File: src/rtl/input_autosel_pkg.sv
package input_autosel_pkg;
  typedef enum logic {
    SRC_A = 1'b0,
    SRC_B = 1'b1
  } src_e;

  localparam int NUM_SRC = 2;
endpackage

File: src/rtl/act_filter.sv
module act_filter #(
  parameter int DEB_LINES = 8
) (
  input  logic clk,
  input  logic rst,
  input  logic tick,
  input  logic raw,
  output logic active
);
  localparam int CNT_W = (DEB_LINES > 2) ? $clog2(DEB_LINES) : 1;
  localparam logic [CNT_W-1:0] LAST = CNT_W'(DEB_LINES - 1);

  logic [CNT_W-1:0] run_q;

  always_ff @(posedge clk) begin
    if (rst) begin
      active <= 1'b0;
      run_q  <= '0;
    end else if (tick) begin
      if (raw == active) begin
        run_q <= '0;
      end else if (run_q == LAST) begin
        active <= raw;
        run_q  <= '0;
      end else begin
        run_q <= run_q + 1'b1;
      end
    end
  end
endmodule

File: src/rtl/src_policy.sv
module src_policy
  import input_autosel_pkg::*;
(
  input  logic clk,
  input  logic rst,
  input  logic auto_en,
  input  logic manual_sel,
  input  logic act_a,
  input  logic act_b,
  output src_e sel_q,
  output logic switch_q
);
  src_e next_src;

  always_comb begin
    if (!auto_en) begin
      next_src = manual_sel ? SRC_B : SRC_A;
    end else if (sel_q == SRC_B) begin
      next_src = act_b ? SRC_B : SRC_A;
    end else begin
      next_src = (act_b && !act_a) ? SRC_B : SRC_A;
    end
  end

  always_ff @(posedge clk) begin
    if (rst) begin
      sel_q    <= SRC_A;
      switch_q <= 1'b0;
    end else begin
      sel_q    <= next_src;
      switch_q <= (next_src != sel_q);
    end
  end
endmodule

File: src/rtl/input_autosel.sv
module input_autosel
  import input_autosel_pkg::*;
#(
  parameter int DEB_LINES = 8
) (
  input  logic       clk,
  input  logic       rst,
  input  logic       line_tick,
  input  logic       sync_a,
  input  logic       sync_b,
  input  logic       auto_en,
  input  logic       manual_sel,
  output logic       sel_src,
  output logic       sel_switch,
  output logic [1:0] act_status
);
  logic [NUM_SRC-1:0] raw_vec;
  logic [NUM_SRC-1:0] act_vec;
  src_e               sel_e;

  assign raw_vec = {sync_b, sync_a};

  for (genvar g = 0; g < NUM_SRC; g++) begin : g_filt
    act_filter #(.DEB_LINES(DEB_LINES)) u_filt (
      .clk    (clk),
      .rst    (rst),
      .tick   (line_tick),
      .raw    (raw_vec[g]),
      .active (act_vec[g])
    );
  end

  src_policy u_policy (
    .clk        (clk),
    .rst        (rst),
    .auto_en    (auto_en),
    .manual_sel (manual_sel),
    .act_a      (act_vec[0]),
    .act_b      (act_vec[1]),
    .sel_q      (sel_e),
    .switch_q   (sel_switch)
  );

  assign sel_src    = sel_e;
  assign act_status = act_vec;
endmodule

File: config.mk
export PLATFORM = sky130hd
export DESIGN_NAME = input_autosel
export DESIGN_NICKNAME = d
export VERILOG_FILES = /design/src/rtl/input_autosel_pkg.sv /design/src/rtl/act_filter.sv /design/src/rtl/src_policy.sv /design/src/rtl/input_autosel.sv
export SDC_FILE = /design/constraint.sdc
export NUM_CORES = 1
export LEC_CHECK = 0
export ABC_CLOCK_PERIOD_IN_PS = 1000
export CAP_MARGIN = 20
export CORE_AREA = 8 8 45 47
export DETAILED_ROUTE_END_ITERATION = 7
export DIE_AREA = 0 0 53 55
export DONT_BUFFER_PORTS = 1
export GPL_TIMING_DRIVEN = 1
export SYNTH_ARGS = -nofsm -noshare
export SYNTH_HDL_FRONTEND = slang
export SYNTH_SLANG_ARGS = --single-unit
File: constraint.sdc
create_clock -name clk -period 1 [get_ports clk]
set_input_delay 0.1 -clock clk [delete_from_list [all_inputs] [get_ports clk]]
set_output_delay 0.1 -clock clk [all_outputs]
set_load 0.005 [all_outputs]
Yosys cells after proc, flatten, opt, wreduce, memory -nomap -nowiden

Index checks and enable logic that the tools add are counted.

$add $sub $neg: 2
Equal/unequal tests: 5
Muxes and demuxes: 9
Bitwise logic cells: 2
Reduce and logical (&&, ||, !) cells: 4

Operator list:

| kind                | count |
|---|---|
| $mux 3              | 4 |
| $add 3x1->3 const B | 2 |
| $eq 3x3->1 const B  | 2 |
| $reduce_and 3->1    | 2 |
| $mux 1              | 5 |
| $eq 1x1->1          | 2 |
| $not 1->1           | 2 |
| $logic_and 1x1->1   | 1 |
| $logic_not 1->1     | 1 |
| $ne 1x1->1          | 1 |

Register bits after elaboration: 10
Input bits: 7
Output and inout bits: 4
Word-level logic and storage cells: 28

Logic depth before layout (Yosys ltp)

Depth after elaboration: 6
Depth in mapped cells: 5
Gate-level depth less buffers: 5

Cells and area by module

A second synthesis with hierarchy kept.

Cells, all modules: 49
Area, all modules: 494.2 um^2

Modules (own cells, without submodules):

| module     | instances | cells an instance | area each (um^2) | sequential area each (um^2) |
|---|---|---|---|---|
| act_filter | 2         | 19                | 196.4            | 80.1 |
| src_policy | 1         | 11                | 101.3            | 40.0 |

Least setup slack after synthesis

OpenSTA, ideal clock, no wires.

Path kind: register to register
Start point: reg g_filt[0].u_filt.run_q[0]
End point: reg g_filt[0].u_filt.run_q[0]
Library setup time: 0.070 ns
Data arrival time: 0.943 ns
Required time: 0.930 ns
Setup slack: -0.013 ns
Stages on the path, launching flop included: 6
Path buffers: 0
Cell sequence: dfxtp_1 > ha_1 > ha_1 > nor2_1 > nand3_1 > a21oi_1

Longest elaborated chain between the ends: 3

Ends and longest elaborated chain:

| what                                             | line                               | text |
|---|---|---|
| start: declaration                               | act_filter.sv:13                   | `logic [CNT_W-1:0] run_q;` |
| start signal: assignment                         | act_filter.sv:26                   | `run_q <= run_q + 1'b1;` |
| $add 3x1->3 / $eq 3x3->1 (equally long branches) | act_filter.sv:26, act_filter.sv:22 |  |
| $mux 3 (*)                                       | act_filter.sv:22                   | `end else if (run_q == LAST) begin` |
| $mux 3 (*)                                       | act_filter.sv:20                   | `if (raw == active) begin` |

Mark *: on every way between the ends. The rest lies on a longest branch, timed or not.
A chain may end at the register's enable or synchronous reset.

Worst setup path after layout

Start point: reg g_filt[1].u_filt.run_q[1]
End point: reg g_filt[1].u_filt.run_q[0]

Longest elaborated chain between the ends: 3

Ends and longest elaborated chain:

| what                     | line |
|---|---|
| start: declaration       | act_filter.sv:13 |
| start signal: assignment | act_filter.sv:26 |
| $eq 3x3->1               | act_filter.sv:22 |
| $mux 3                   | act_filter.sv:22 |
| $mux 3                   | act_filter.sv:20 |

Every way passes these cells.

==> metrics.md <==
| Metric | Value |
|---|---|
| Cell count after synthesis | `56` |
| Main combinational cell family by area after synthesis | `simple AND/OR/NAND/NOR gates` |
| CP startpoint kind | `register` |
| Diode count | `0` |
| Post-route clock period utilization | `101%` |
| Placed insts | `74` |
| Xor/xnor cell area share of the yosys netlist | `3.63%` |
| CP endpoint kind | `register` |
| Setup CP Type | `reg2reg` |
| Slew Viols, Final | `0` |
| Worst clock skew | `0.00111 ns` |
| P per Cell Area | `1200 nW/um^2` |
| Net count after synthesis | `67` |
| Status | `complete, but fails checks` |
| Measured slew at the worst slew-check pin | `0.252 ns` |
| Finished Layout Cells | `79` |
| Largest fanout on the critical path | `3` |
| Num Clock Sinks | `10` |
| RSZ-0062 raised after global routing | `true` |
| Initial Util | `34.9%` |
| PortBufs | `0` |
| Min Tclk post-route | `1.01 ns` |
| Num rows | `14` |
| Reg2reg setup slack | `-0.008 ns` |
| Worst-Skew Late Latency | `0.27 ns` |
| Register area share after synthesis | `41.5%` |
| Origin of the critical flop-to-flop path | `g_filt[1].u_filt.run_q[1]` |
| Peak VDD IR | `0.000685 V` |
| CTS H-tree depth | `1` |
| Worst Setup SP | `g_filt[1].u_filt.run_q[1]` |
| Synth Area in Compound Gates | `14.8%` |
| Vias in the first global route | `393` |
| Final Wtd Congestion | `0.693` |
| # setup viols final | `3` |
| Post-route setup slack | `-0.00780 ns` |
| First DRT Iteration DRCs | `6` |
| RR Endpoint | `g_filt[1].u_filt.run_q[0]` |
| Gr ovfl total | `0` |
| Nets | `75` |
| Synth Flop Type | `dfxtp_1` |
| Power Total | `0.000846 W` |
| Hold crit path type | `in2reg` |
| Fin Hold WS | `-0.121 ns` |
| LEAKAGE | `0.241 nW` |
| CP arrival | `1.21 ns` |
| FF+latch area | `210 um^2` |
| Post-synthesis adder-cell area fraction | `10.4%` |
| Dpl hpwl | `664 um` |
| Drt wl/cell | `14.2 um` |
| Via/cell ratio | `5.11` |
| First-pass GRT wire length | `1.73 mm` |
| Post-synthesis mux area share | `0%` |
| Reg2reg path depth | `5` |
| Violated checks | `negative hold slack, negative setup slack` |
| Area growth, synth to finish | `45.9%` |
| Die Y | `55 um` |
| # fillers | `132` |
| FF+latch count, synth | `10` |
| Max Root-Sink Buffers | `2` |
| Share of layout cells above drive strength 1 | `55.6%` |
| Max frequency | `992 MHz` |
| Ports | `11` |
| Mapped Area | `483 um^2` |
| Synth cell types | `17` |
| Die area | `2920 um^2` |
| Fraction of registers with async set or reset after synthesis | `0%` |
| Via count | `404` |
| Drc violations | `0` |
| CTS tree | `built` |
| Crit path capture | `g_filt[1].u_filt.run_q[0]` |
| First drt pass iteration count | `4` |
| Data required, critical path | `1.20 ns` |
| Largest net degree at the start of global routing | `17` |
| Final Hold Viols | `10` |
| Multi-input gate area | `370 um^2` |
| Root Driver | `clkbuf_4` |
| Reg clk slew, reported paths | `0.07 ns` |
| Post-synth EDFFs | `0` |
| Num CTS Buffers | `3` |
| Synth warnings | `0` |
| Initial antenna violation count | `0` |
| Drt total wl | `1.12 mm` |
| Maxcap violations | `0` |
| GRT Overall Usage | `8.38%` |
| Normalized max-slew margin | `83.2%` |
| Mean Syn Cell Area | `8.62 um^2` |
| Routed Antenna Nets | `0` |
| Area of the core | `1380 um^2` |
| Simple-gate share of the synthesized area | `24.1%` |
| Die W | `53 um` |
-- registers in the layout, indices dropped and copies added (netlist names) --
register,count
g_filt.u_filt.run_q,6
u_policy.switch_q,1
g_filt.u_filt.active,2
u_policy.sel_q,1
-- cell usage after synthesis (2+ instances only) --
master,number,area share (%)
nor2_1,3,2.3
xor2_1,2,3.6
ha_1,4,10
a21oi_1,8,8.3
buf_4,2,3.1
nand2_1,4,3.1
nand3_1,8,8.3
dfxtp_1,10,41
nand2b_1,7,9.1
-- power breakdown --
| part | internal (W) | total, W | leakage, nW | switching (W) |
|---|---|---|---|---|
| clock network | 0.000221 | 0.000372 | 0.0210 | 0.000151 |
| registers | 0.000407 | 0.000416 | 0.0844 | 0.00000946 |
| logic | 0.0000338 | 0.0000576 | 0.136 | 0.0000239 |
-- kinds of logic after synthesis --
logic type,Yosys count
AOI/OAI and AO/OA,12
xor gates and xnor gates,2
adders and majority gates,4
buffers and inverters,5
DFF,10
and+or+nand+nor,23
-- placed cells by master (no fill, tap or decap), types with 2 or more instances in the layout --
master,Yosys,routed
nand2b_1,7,7
nand3_1,8,5
a21oi_1,8,5
dfxtp_2,0,5
ha_4,0,4
dfxtp_1,10,4
buf_4,2,4
a21oi_2,0,3
nand3_2,0,3
nand2_1,4,3
clkbuf_4,0,3
buf_6,0,3
xor2_2,0,2
-- metrics by stage --
step | hold slack, ns | setup TNS (ns) | setup slack, ns | cell area, um^2 | util (%)
floorplan | 0.261 | 0 | 0.00632 | 488 | -
global placement | 0.171 | -0.0535 | -0.0406 | 529 | 38.2
detailed placement | 0.173 | -0.114 | -0.0462 | 529 | 38.2
CTS | -0.126 | -0.0566 | -0.0336 | 618 | 44.7
global route | -0.136 | -0.220 | -0.0674 | 704 | 50.9
finish | -0.121 | -0.0119 | -0.00780 | 704 | 50.9
-- cell type report --
| cell class | instances | share of cell area (%) |
|---|---|---|
| Multi-Input combinational cell | 41 | 52.6 |
| Sequential cell | 10 | 29.8 |
| Tap cell | 16 | 2.84 |
| Inverter | 1 | 0.533 |
| Timing Repair Buffer | 7 | 9.06 |
| Clock buffer | 4 | 5.15 |
-- worst min-delay path by stage --
stage                     cells past startpoint  slack, ns    from                        end
after floorplan                               2       0.26  sync_a    g_filt[0].u_filt.active
after global placement                        1       0.17     rst    g_filt[0].u_filt.active
after detailed placement                      1       0.17     rst    g_filt[1].u_filt.active
after CTS                                     1      -0.13     rst  g_filt[0].u_filt.run_q[1]
after global routing                          1      -0.14     rst  g_filt[1].u_filt.run_q[0]
final                                         1      -0.12     rst  g_filt[0].u_filt.run_q[0]
-- routing by layer --
metal | vias to the layer above | global-route usage, % | share of wire, %
met5 | - | 0 | 0
met1 | 189 | 8.42 | 41
met4 | 0 | 7.76 | 0.89
li1 | 203 | - | -
met3 | 2 | 4.01 | 9.7
met2 | 10 | 12.7 | 49
-- critical path: stages, from the launching register on --
cell and delay (ns):
dfxtp_2 0.34, ha_4 0.16, ha_4 0.17, nor2_4 0.09
nand3_2 0.07, a21oi_1 0.12
-- what timing repair did --
action,CTS,global route
hold endpoints to repair,10,10
pin swaps,8,10
gates resized for setup,11,19
setup endpoints to repair,5,11
buffers inserted,0,1
Power figures use the tool's default switching activity.
